**config.mk**
```make
export PLATFORM = sky130hd
export DESIGN_NAME = scratch_cmd_unit
export DESIGN_NICKNAME = d
export VERILOG_FILES = /design/src/rtl/scu_pkg.sv /design/src/rtl/scu_crc8_ser.sv /design/src/rtl/scu_op_timer.sv /design/src/rtl/scratch_cmd_unit.sv
export SDC_FILE = /design/constraint.sdc
export NUM_CORES = 1
export LEC_CHECK = 0
export BUFFER_PORTS_ARGS = -buffer_cell sky130_fd_sc_hd__buf_2
export CAP_MARGIN = 25
export CORE_UTILIZATION = 55
export DETAILED_ROUTE_END_ITERATION = 8
export PLACE_DENSITY_LB_ADDON = 0.25
export SLEW_MARGIN = 30
export SYNTH_ARGS = -nofsm -noshare
export SYNTH_HDL_FRONTEND = slang
export SYNTH_SLANG_ARGS = --single-unit
export TNS_END_PERCENT = 5
```
**constraint.sdc**
```tcl
create_clock -name clk -period 3.53 [get_ports clk]
set_input_delay 0.1765 -clock clk [delete_from_list [all_inputs] [get_ports clk]]
set_output_delay 0.1765 -clock clk [all_outputs]
set_load 0.005 [all_outputs]
```
**src/rtl/scu_pkg.sv**
```systemverilog
package scu_pkg;
  localparam int TEMP_W   = 9;
  localparam int PAD_LAST = 8;          // index of the CRC byte
  localparam logic [7:0] RESV_BYTE     = 8'hFF;
  localparam logic [7:0] CRC_POLY_REFL = 8'h8C;  // x^8+x^5+x^4+1, shifted right

  localparam logic [7:0] OP_CONVERT = 8'h44;
  localparam logic [7:0] OP_RD_PAD  = 8'hBE;
  localparam logic [7:0] OP_WR_PAD  = 8'h4E;
  localparam logic [7:0] OP_COPY    = 8'h48;
  localparam logic [7:0] OP_RECALL  = 8'hB8;
  localparam logic [7:0] OP_PWR     = 8'hB4;

  typedef enum logic [2:0] {
    S_IDLE, S_CMD, S_WRITE, S_READ, S_STAT, S_PWR
  } scu_state_e;
endpackage

```
**src/rtl/scu_crc8_ser.sv**
```systemverilog
module scu_crc8_ser
  import scu_pkg::*;
(
  input  logic       clk,
  input  logic       rst_n,
  input  logic       clr,
  input  logic       en,
  input  logic       din,
  output logic [7:0] crc
);
  logic fb;
  assign fb = crc[0] ^ din;

  always_ff @(posedge clk or negedge rst_n) begin
    if (!rst_n)   crc <= '0;
    else if (clr) crc <= '0;
    else if (en)  crc <= (crc >> 1) ^ (fb ? CRC_POLY_REFL : 8'h00);
  end

  // a fresh read always starts the CRC from zero
  p_clear_zero_r5: assert property (@(posedge clk) disable iff (!rst_n)
    clr |=> (crc == 8'h00));
endmodule

```
**src/rtl/scu_op_timer.sv**
```systemverilog
module scu_op_timer #(
  parameter int CYCLES = 4,
  parameter int W      = 3
) (
  input  logic clk,
  input  logic rst_n,
  input  logic start,
  output logic busy,
  output logic done
);
  logic [W-1:0] cnt;

  always_ff @(posedge clk or negedge rst_n) begin
    if (!rst_n)                      cnt <= '0;
    else if (start && cnt == '0)     cnt <= W'(CYCLES);
    else if (cnt != '0)              cnt <= cnt - W'(1);
  end

  assign busy = (cnt != '0);
  assign done = (cnt == W'(1));

  // a start on an idle timer makes it busy
  p_start_busy_r6: assert property (@(posedge clk) disable iff (!rst_n)
    (start && !busy) |=> busy);
  // the last busy cycle is followed by idle
  p_done_idle_r8: assert property (@(posedge clk) disable iff (!rst_n)
    done |=> !busy);
endmodule

```
**src/rtl/scratch_cmd_unit.sv**
```systemverilog
module scratch_cmd_unit
  import scu_pkg::*;
#(
  parameter int         CONV_CYCLES = 1000,
  parameter int         COPY_CYCLES = 200,
  parameter logic [7:0] NV_TH_INIT  = 8'h4B,
  parameter logic [7:0] NV_TL_INIT  = 8'hF6,
  parameter logic [7:0] CNT_PER_DEG = 8'h10
) (
  input  logic              clk,
  input  logic              rst_n,
  input  logic              bus_reset,
  input  logic              cmd_start,
  input  logic              rx_valid,
  input  logic [7:0]        rx_data,
  output logic              rx_ready,
  input  logic              slot_req,
  output logic              slot_ack,
  output logic              slot_bit,
  input  logic [TEMP_W-1:0] temp_in,
  input  logic [7:0]        cnt_in,
  input  logic              ext_power,
  output logic              alarm_flag
);
  localparam int TMR_MAX = (CONV_CYCLES > COPY_CYCLES) ? CONV_CYCLES : COPY_CYCLES;
  localparam int TMR_W   = $clog2(TMR_MAX + 1);
  localparam int IDX_W   = $clog2(PAD_LAST + 2);
  localparam logic [IDX_W-1:0] CRC_IDX  = IDX_W'(PAD_LAST);
  localparam logic [IDX_W-1:0] PAST_IDX = IDX_W'(PAD_LAST + 1);
  localparam int N_TMR = 2;   // 0: conversion, 1: copy

  scu_state_e       st;
  logic             stat_copy;
  logic             wr_idx;
  logic [IDX_W-1:0] rd_byte;
  logic [2:0]       rd_bit;
  logic [15:0]      temp_q;
  logic [7:0]       th_q, tl_q, nv_th, nv_tl, cnt_q;
  logic             alarm_q;
  logic [7:0]       crc_q;
  logic [7:0]       pad_byte;
  logic             slot_val;

  logic rx_fire, cmd_fire, wr_fire;
  logic conv_go, copy_go, recall_go, read_go;
  logic crc_en;
  logic [N_TMR-1:0] tmr_start, tmr_busy, tmr_done;

  assign rx_ready  = (st == S_CMD) || (st == S_WRITE);
  assign rx_fire   = rx_valid && rx_ready && !bus_reset;
  assign cmd_fire  = rx_fire && (st == S_CMD);
  assign wr_fire   = rx_fire && (st == S_WRITE);
  assign conv_go   = cmd_fire && (rx_data == OP_CONVERT);
  assign copy_go   = cmd_fire && (rx_data == OP_COPY);
  assign recall_go = cmd_fire && (rx_data == OP_RECALL);
  assign read_go   = cmd_fire && (rx_data == OP_RD_PAD);

  // ---------------- long operations ----------------
  assign tmr_start = {copy_go, conv_go};

  for (genvar gi = 0; gi < N_TMR; gi++) begin : g_tmr
    scu_op_timer #(
      .CYCLES (gi == 0 ? CONV_CYCLES : COPY_CYCLES),
      .W      (TMR_W)
    ) u_tmr (
      .clk   (clk),
      .rst_n (rst_n),
      .start (tmr_start[gi]),
      .busy  (tmr_busy[gi]),
      .done  (tmr_done[gi])
    );
  end

  // ---------------- command sequencing ----------------
  always_ff @(posedge clk or negedge rst_n) begin
    if (!rst_n) begin
      st        <= S_IDLE;
      stat_copy <= 1'b0;
      wr_idx    <= 1'b0;
      rd_byte   <= '0;
      rd_bit    <= '0;
    end else if (bus_reset) begin
      st <= S_IDLE;
    end else begin
      case (st)
        S_IDLE: if (cmd_start) st <= S_CMD;
        S_CMD: if (rx_fire) begin
          case (rx_data)
            OP_CONVERT: begin st <= S_STAT; stat_copy <= 1'b0; end
            OP_COPY:    begin st <= S_STAT; stat_copy <= 1'b1; end
            OP_RD_PAD:  begin st <= S_READ; rd_byte <= '0; rd_bit <= '0; end
            OP_WR_PAD:  begin st <= S_WRITE; wr_idx <= 1'b0; end
            OP_PWR:     st <= S_PWR;
            default:    st <= S_IDLE;   // recall and unknown codes
          endcase
        end
        S_WRITE: if (rx_fire) begin
          wr_idx <= 1'b1;
          if (wr_idx) st <= S_IDLE;
        end
        S_READ: if (slot_req && rd_byte != PAST_IDX) begin
          rd_bit <= rd_bit + 3'd1;
          if (rd_bit == 3'd7) rd_byte <= rd_byte + IDX_W'(1);
        end
        default: ;
      endcase
    end
  end

  // ---------------- scratchpad and shadow copies ----------------
  logic signed [7:0] t_whole, th_s, tl_s;
  assign t_whole = temp_in[TEMP_W-1:1];
  assign th_s    = th_q;
  assign tl_s    = tl_q;

  always_ff @(posedge clk or negedge rst_n) begin
    if (!rst_n) begin
      temp_q  <= '0;
      cnt_q   <= '0;
      alarm_q <= 1'b0;
      nv_th   <= NV_TH_INIT;
      nv_tl   <= NV_TL_INIT;
      th_q    <= NV_TH_INIT;   // power-on recall
      tl_q    <= NV_TL_INIT;
    end else begin
      if (tmr_done[0]) begin
        temp_q  <= {{(16-TEMP_W){temp_in[TEMP_W-1]}}, temp_in};
        cnt_q   <= cnt_in;
        alarm_q <= (t_whole > th_s) || (t_whole < tl_s);
      end
      if (copy_go) begin
        nv_th <= th_q;
        nv_tl <= tl_q;
      end
      if (recall_go) begin
        th_q <= nv_th;
        tl_q <= nv_tl;
      end else if (wr_fire) begin
        if (wr_idx) tl_q <= rx_data;
        else        th_q <= rx_data;
      end
    end
  end

  assign alarm_flag = alarm_q;

  // ---------------- serial read path ----------------
  always_comb begin
    case (rd_byte)
      IDX_W'(0): pad_byte = temp_q[7:0];
      IDX_W'(1): pad_byte = temp_q[15:8];
      IDX_W'(2): pad_byte = th_q;
      IDX_W'(3): pad_byte = tl_q;
      IDX_W'(6): pad_byte = cnt_q;
      IDX_W'(7): pad_byte = CNT_PER_DEG;
      CRC_IDX:   pad_byte = crc_q;
      default:   pad_byte = RESV_BYTE;
    endcase
  end

  assign crc_en = slot_req && (st == S_READ) && (rd_byte < CRC_IDX) && !bus_reset;

  scu_crc8_ser u_crc (
    .clk   (clk),
    .rst_n (rst_n),
    .clr   (read_go),
    .en    (crc_en),
    .din   (pad_byte[rd_bit]),
    .crc   (crc_q)
  );

  always_comb begin
    case (st)
      S_READ:  slot_val = (rd_byte == PAST_IDX) ? 1'b1 : pad_byte[rd_bit];
      S_STAT:  slot_val = stat_copy ? !tmr_busy[1] : !tmr_busy[0];
      S_PWR:   slot_val = ext_power;
      default: slot_val = 1'b1;
    endcase
  end

  always_ff @(posedge clk or negedge rst_n) begin
    if (!rst_n) begin
      slot_ack <= 1'b0;
      slot_bit <= 1'b1;
    end else begin
      slot_ack <= slot_req;
      slot_bit <= slot_req ? slot_val : 1'b1;
    end
  end

  // every slot request is answered in the next cycle
  p_slot_answer_r4: assert property (@(posedge clk) disable iff (!rst_n)
    slot_req |=> slot_ack);
  // the second write byte closes the write window
  p_write_closes_r3: assert property (@(posedge clk) disable iff (!rst_n)
    (wr_fire && wr_idx) |=> !rx_ready);
  // the alarm flag moves only when a conversion completes
  p_alarm_hold_r7: assert property (@(posedge clk) disable iff (!rst_n)
    !tmr_done[0] |=> $stable(alarm_q));
  // shadow copies change only on a copy command
  p_nv_hold_r8: assert property (@(posedge clk) disable iff (!rst_n)
    !copy_go |=> ($stable(nv_th) && $stable(nv_tl)));
endmodule

```
Word-level counts from Yosys, hierarchy flattened:

Index checks and enable logic that the tools add are counted.

* mux-type cells: 41
* bitwise logic cells: 3
* add/subtract/negate cells: 4
* $lt $le $gt $ge: 4
* multipliers: 0
* eq/ne operators: 32
* reductions and logical operators: 42
* divide/modulo/power cells: 0
* shift-type cells: 0

Operator list (count)
* $mux 8: 9
* $pmux 8 s7: 1
* $mux 10: 4
* $eq 8x7->1 const B: 3
* $eq 8x8->1 const B: 3
* $mux 3: 8
* $logic_not 10->1: 2
* $reduce_bool 10->1: 2
* $sub 10x1->10 const B: 2
* $mux 4: 4
* $reduce_bool 2->1: 8
* $reduce_and 5->1: 3
* $logic_and 1x1->1: 14
* $ne 3x3->1 const B: 4
* $pmux 3 s4: 1
* $eq 10x1->1 const B: 1
* $eq 3x3->1 const B: 3
* $pmux 3 s3: 1
* $eq 4x2->1 const B: 2
* $eq 4x3->1 const B: 2
* $eq 4x4->1 const B: 2
* $gt 8x8->1: 1
* $lt 8x8->1: 1
* $ne 2x2->1 const B: 4
* other kinds (27): 41

* bits in writable memories: 0
* memories: 0
* flip-flop bits (word level): 92
* input bits: 32
* output and inout port bits: 4
* bits in latches: 0
* memory bits (read-only): 0

Longest topological paths before layout:

Gate-level depths: netlist (run 1).

* depth after elaboration: 9
* mapped depth: 10
* gate-level depth less buffers: 9

Modules after synthesis:

A second synthesis (run 1) with hierarchy kept.

* cell total of the unflattened synthesis: 515
* area total of the unflattened synthesis: 5271.3 um^2

Modules (own cells, without submodules)
* scratch_cmd_unit: cells each 361, area an instance 3699.8 um^2, instances 1
* scu_op_timer (g_tmr[1].u_tmr): cells each 63, area an instance 608.1 um^2, instances 1
* scu_op_timer (g_tmr[0].u_tmr): cells each 59, area an instance 590.6 um^2, instances 1
* scu_crc8_ser: cells each 32, area an instance 372.9 um^2, instances 1

Worst setup path after synthesis (run 1):

Ideal clock, no wire load.

* path type: reg2reg
* start: reg rd_byte[0]
* end: reg u_crc.crc[2]
* setup slack: 1.095 ns
* clock period less this slack: 2.435 ns
* data arrival time: 2.314 ns
* required time: 3.409 ns
* setup time: 0.121 ns
* cell stages (with the launch flop): 11
* cell sequence: dfrtp_1 -> inv_1 -> ha_1 -> buf_2 -> a222oi_1 -> o21a_1 -> o21ai_1 -> mux4_2 -> a211oi_4 -> xnor2_1 -> a22o_1

* word-level cells in the longest chain between the ends: 9
* elaborated cells on any way between the ends: 19

Ends and longest elaborated chain
* start, declared: line scratch_cmd_unit.sv:35 `logic [IDX_W-1:0] rd_byte;`
* start signal, assigned: line scratch_cmd_unit.sv:103 `if (rd_bit == 3'd7) rd_byte <= rd_byte + IDX_W'(1);`
* $eq 4x4->1, or another cell as far along: line scratch_cmd_unit.sv:149 `case (rd_byte)`
* $pmux 8 s7: line scratch_cmd_unit.sv:149
* $bmux 1 s3: line scratch_cmd_unit.sv:168 `.din (pad_byte[rd_bit]),`
* $mux 1 (not written as such): line scratch_cmd_unit.sv:168
* $xor 1x1->1: line scu_crc8_ser.sv:12 `assign fb = crc[0] ^ din;`
* $mux 8: line scu_crc8_ser.sv:17 `else if (en) crc <= (crc >> 1) ^ (fb ? CRC_POLY_REFL : 8'h00);`
* $xor 7x8->8: line scu_crc8_ser.sv:17
* $mux 8: line scu_crc8_ser.sv:17
* $mux 8: line scu_crc8_ser.sv:16 `else if (clr) crc <= '0;`
* end signal, assigned: line scu_crc8_ser.sv:17
* end, declared: line scu_crc8_ser.sv:9 `output logic [7:0] crc`

Several ways; a longest one is shown, not always the timed one. The select of a mux whose other input is x is not followed.
A chain may end at the register's enable or synchronous reset.

Worst setup path after layout (run 1):

Same ends and word-level chain as after synthesis.

==> impl_metrics.tcl, run 1 <==
set metrics [dict create \
    critPathSlowestCell "mux4_2" \
    insertion_delay_ns 0.36 \
    synth_area_leader_cell "dfrtp_1" \
    drtIter0Drc 318 \
    drc 1 \
    htreeDepth 3 \
    status "finished, violations left" \
    yosys.area.top_type_share 0.351 \
    fin_area_sq_mm 0.00552 \
    critPathKind "reg2reg" \
    cp_max_fo 11 \
    yosysWarnings 0 \
    root_buffer "clkbuf_8" \
    tightest_slew_ns 0.702 \
    clock_skew_ns 0.0172 \
    clk_path_buf_depth 2 \
    cap_violations 0 \
    die-area_sq_mm 0.00959 \
    finalMaxSlewViolations 0 \
    multiInputGateArea_sq_mm 0.00251 \
    area_growth_pct 9.12 \
    first_global_vias 3832 \
    postCtsSetupBuffers 0 \
    grt_antenna_before_repair 0 \
    placedCellCount 642 \
    cts_buffers 9 \
    worst_path_largest_cell_delay_ns 0.49 \
    ys_seq_elements 92 \
    hold_violations 0 \
    final_core_util 0.627 \
    clkTransAtPathRegs_ns 0.09 \
    grt_remaining_overflow 0 \
    violations "DRC" \
    end_kind "flop" \
    startpoint_type "flop" \
    synth_edf_count 0 \
    wirelength_um 11600 \
    min_path_type "in2reg" \
    leakagePower_uw 0.00248 \
    die_h_um 97.9 \
    rsz0062_at_grt "no" \
    layout_setup_ws_ns 0.845 \
    slew_headroom 0.532 \
    synthCells 516 \
    initial_utilization 0.575 \
    fillCellCount 775 \
    io_buffers 35 \
    min_period_ns 2.68 \
    required_ns 3.77 \
    hpwl_um 8760 \
    ir_worst_vdd_v 0.000201 \
    nets 603 \
    grt_pass1_wl_um 19300 \
    power.density_mw_per_mm2 343 \
    dpl_worst_slack_ns 0.891 \
    std_cell_rows 34 \
    cts_tree "done" \
    vias 3991 \
    final_cells 660 \
    ys_types 65 \
    die_w_um 97.9 \
    yosysMostFrequentCell "dfrtp_1" \
    io_pins 36 \
    cts_sinks 92 \
    wl_per_cell_um 17.6 \
    viasPerCell 6.05 \
    synthesis.nets 572 \
    drive_above_1_share 0.199 \
    synthesis.area_sq_mm 0.00506 \
    synthArstFlopShare 1.00 \
    drt_pass1_iterations 8 \
    cp_cell_sequence "inv_1, ha_1, a222oi_1, o21a_1, o21ai_1, mux4_2, a211oi_4, xnor2_1, a22o_1" \
    place_area_sq_mm 0.00531 \
    syn_area_per_cell_sq_um 9.81 \
    synthTopCellsByArea "dfrtp_1 35%, dfstp_2 11%, ha_1 5.9%" \
    gp_congestion 0.940 \
    synthTopCellsByCount "71 x dfrtp_1, 57 x nand2_1, 47 x o21ai_0" \
    core_sq_mm 0.00881 \
    synthFlopType "dfrtp_1" \
    tns_ns 0 \
    grt_max_degree 37 \
    n_antenna_cell 0 \
    regArea_sq_mm 0.00233 \
    worstPathArrival_ns 2.93 \
    track_usage 0.257 \
    drtAntennaViolNets 0 \
    setup_viol 0 \
    yosysSeqAreaShare 0.460 \
    timing.final.crit_share 0.761 \
    max_freq_mhz 372 \
]
==> routing by layer <==
layer	global-route usage	up-vias	part of all wire
li1	-	1919	-
met1	0.370	1933	0.48
met2	0.401	122	0.45
met3	0.0422	17	0.055
met4	0.0723	0	0.019
met5	0	-	0
==> placed cells by master, fill, tap and decap left out, types with 9 or more instances in the layout <==
cell	netlist	routed
mux2_2	26	26
clkbuf_8	1	9
nand3_1	18	18
a22o_1	9	9
dfrtp_1	71	71
nand2_1	57	57
nor2_1	37	37
buf_2	3	34
nor3_1	11	11
inv_1	28	28
ha_1	24	24
dfstp_2	21	21
o21ai_0	47	47
mux2i_1	12	12
a21oi_1	22	22
==> repair_timing <==
action / CTS / global route
resized for setup: 0 / 0
endpoints found under the hold margin: 32 / 0
hold buffers: 2 / 0
==> worst paths after layout <==
| path | end | slack, ns | start | cells after the start |
|---|---|---|---|---|
| worst max-delay path | u_crc.crc[2] | 0.85 | rd_byte[0] | 9 |
| worst min-delay path | cnt_q[0] | 0.05 | cnt_in[0] | 2 |
| worst max register to register | u_crc.crc[2] | 0.85 | rd_byte[0] | 9 |
| worst min register to register | tl_q[4] | 0.48 | nv_tl[4] | 2 |
| max in group asynchronous | nv_tl[7] | 2.39 | rst_n | 3 |
| min in group asynchronous | u_crc.crc[1] | 0.31 | rst_n | 2 |
==> area by class of cell <==
cell class                 count  area share
timing repair buffer          43      0.0439
inverter                      28      0.0190
tap                          108      0.0245
clock inverter                 6      0.0129
clock buffer                  10      0.0231
sequential                    92       0.422
multi-input combinational    373       0.455
==> report_power, final <==
part	internal, uW	switching, uW
Clock	334	394
Sequential	1060	5.91
Combinational	40.3	62.5
Total	1430	463
==> cells by family after synthesis <==
| logic type | after synthesis | synth area share |
|---|---|---|
| AND/OR/NAND/NOR | 172 | 0.171 |
| AO/OA/AOI/OAI | 131 | 0.169 |
| flip-flops | 92 | 0.460 |
| buffers and inverters | 51 | 0.0435 |
| multiplexers | 39 | 0.0860 |
| adder cells (fa/ha/maj) | 24 | 0.0593 |
| XOR/XNOR | 7 | 0.0121 |
==> state kept, by name (all words and copies together) (netlist names) <==
| signal | count |
|---|---|
| rd_byte | 4 |
| rd_bit | 3 |
| g_tmr.u_tmr.cnt | 20 |
| wr_idx | 1 |
| tl_q | 8 |
| slot_bit | 1 |
| slot_ack | 1 |
| nv_tl | 8 |
| th_q | 8 |
| alarm_flag | 1 |
| stat_copy | 1 |
| nv_th | 8 |
| cnt_q | 8 |
| temp_q | 9 |
| u_crc.crc | 8 |
| st | 3 |
==> stage by stage <==
stage,hold WS [ns],total power (uW)
2_1_floorplan,-0.119,1120
6_report,0.0475,1900
4_1_cts,0.0307,1920
3_5_place_dp,0.155,1190
5_1_grt,0.0349,1970
3_3_place_gp,0.148,1180
==> worst max-delay path: cells and delay by family (launching register included) <==
kind	cells	cell delay (ns)
adder cells (fa/ha/maj)	1	0.33
flip-flops	1	0.44
AO/OA/AOI/OAI	5	1.08
multiplexers	1	0.49
buffers and inverters	1	0.10
XOR/XNOR	1	0.12
Note: power is estimated with default switching activity, not from simulation.
==> run 2: changes to the inputs <==
==> constraint.sdc (replaced) <==
create_clock -name clk -period 2.7 [get_ports clk]
set_input_delay 0.135 -clock clk [delete_from_list [all_inputs] [get_ports clk]]
set_output_delay 0.135 -clock clk [all_outputs]
set_load 0.005 [all_outputs]
==> run 2 against run 1 <==
The flow still finishes with violations (DRC); sequential cell count is the same; via count grew 2.2%; fmax grew 7.0%; first-iteration DRC count shrank 39%; final area grew 2.1%; routed wire length grew 1.7%; cell count grew 2.0%; non-clock buffer count grew 13; critical path depth is the same.
==> impl_metrics.tcl, run 2 (same netlist as run 1, synthesis figures left out) <==
set metrics [dict create \
    root_buffer "clkbuf_8" \
    timing.final.crit_share 0.929 \
    largest_register_ffs 20 \
    total_power_uw 2390 \
    required_ns 2.95 \
    cts_buffers 9 \
    place_area_sq_mm 0.00533 \
    startpoint_type "flop" \
    hold_violations 0 \
    die_w_um 97.9 \
    cp_max_fo 5 \
    drtAntennaViolNets 0 \
    fillCellCount 749 \
    drc 1 \
    std_cell_rows 34 \
    wirelength_um 11800 \
    dr_wl_met3_um 681 \
    final_cell_mix "70 x dfrtp_1, 57 x nand2_1, 47 x o21ai_0" \
    routed-wl-met2_um 5410 \
    power.density_mw_per_mm2 424 \
    critPathKind "reg2reg" \
    vias 4078 \
    top_layer "met4" \
    grt_max_degree 50 \
    status "finished, violations left" \
    clk_path_buf_depth 2 \
    clock_power_share 0.355 \
    violations "DRC" \
    grt_pass1_wl_um 19700 \
    die_h_um 97.9 \
    drive_above_1_share 0.205 \
    rsz0062_at_grt "no" \
    power_switching_uw 598 \
    p_seq_frac 0.582 \
    leakagePower_uw 0.00252 \
    p_sw_frac 0.250 \
    cap_violations 0 \
    regMostFlops "g_tmr.u_tmr.cnt" \
    first_global_vias 3896 \
    end_kind "flop" \
    grt_antenna_before_repair 0 \
    tightest_slew_ns 0.748 \
    max_freq_mhz 398 \
    htreeDepth 3 \
    clock_skew_ns 0.0116 \
    cts_tree "done" \
    drt_pass1_iterations 8 \
    initial_utilization 0.575 \
    io_pins 36 \
    die-area_sq_mm 0.00959 \
    io_buffers 35 \
    core_sq_mm 0.00881 \
    cts_sinks 92 \
    layout_commonest_cell "dfrtp_1" \
    wl_per_cell_um 17.6 \
    area_growth_pct 11.4 \
    tns_ns 0 \
    ir_worst_vdd_v 0.000212 \
    min_path_type "in2reg" \
    setup_viol 0 \
    fin_area_sq_mm 0.00564 \
    hpwl_um 8850 \
    slew_headroom 0.499 \
    finalMaxSlewViolations 0 \
    gp_congestion 0.920 \
    drtIter0Drc 193 \
    grt_remaining_overflow 0 \
    final_core_util 0.641 \
    largestRegisters "g_tmr.u_tmr.cnt x20, temp_q x9" \
    min_period_ns 2.51 \
    nets 616 \
    clkTransAtPathRegs_ns 0.09 \
    worstPathArrival_ns 2.76 \
    wl_met1_um 5560 \
    track_usage 0.265 \
    insertion_delay_ns 0.36 \
    n_antenna_cell 0 \
    combPwrFrac 0.062 \
    p_int_uw 1790 \
    viasPerCell 6.06 \
]
-- run 2: cell types whose count changed in the layout (fill, tap and decap cells not counted), moves of 2 or more --
cell,before,now
dlygate4sd3_1,2,12
buf_4,7,9
ha_2,0,2
ha_1,24,22
-- run 2: path summary, 6_finish.rpt --
check / start / endpoint / slack, ns / depth (start not counted)
min in group asynchronous: rst_n / g_tmr[0].u_tmr.cnt[2] / 0.31 / 2
worst max-delay path: rd_byte[0] / u_crc.crc[3] / 0.19 / 9
max in group asynchronous: rst_n / th_q[6] / 1.67 / 3
worst max register to register: rd_byte[0] / u_crc.crc[3] / 0.19 / 9
worst min-delay path: rx_data[6] / tl_q[6] / 0.05 / 2
worst min register to register: nv_tl[2] / nv_tl[2] / 0.49 / 2
-- run 2: stage by stage --
stage	hold WS (ns)	setup WS [ns]	std cells
final	0.0466	0.190	673
after CTS	0.0289	0.0510	672
after global routing	0.0296	0.00330	673
after detailed placement	0.172	0.0599	644
after global placement	0.163	0.165	644
after floorplan	-0.161	0.265	516
-- run 2: metal layers --
layer	track usage	vias up
met5	0	-
met4	0.0839	0
met3	0.0523	15
met2	0.395	131
met1	0.388	1979
li1	-	1953
-- run 2: power groups by stage --
stage | Sequential, uW | Combinational [uW] | Clock (uW)
CTS | 1390 | 150 | 870
global route | 1390 | 169 | 921
global placement | 1420 | 133 | 0
floorplan | 1410 | 55.9 | 0
detailed placement | 1420 | 136 | 0
finish | 1390 | 149 | 849
-- run 2: layout make-up --
class	instances	area, sq um	share of cell area
clock inverter	6	47.5	0.00843
sequential	92	2330	0.413
inverter	28	105	0.0186
clock buffer	10	128	0.0226
timing repair buffer	56	378	0.0670
tap	108	135	0.0240
multi-input combinational	373	2520	0.446
-- run 2: critical path: stages (launching register included) --
cell and delay, ns:
dfrtp_2 0.40, inv_1 0.07, ha_1 0.26, a222oi_1 0.33
o21a_1 0.15, o21ai_0 0.06, mux4_2 0.50, a211oi_4 0.32
xnor2_1 0.12, a22o_1 0.19
-- run 2: what timing repair did --
action                                  in CTS  in global routing
endpoints found under the hold margin       55                  0
resized for setup                            0                  3
endpoints found under the setup margin       0                  4
buffers inserted                             0                  1
hold buffers                                12                  0
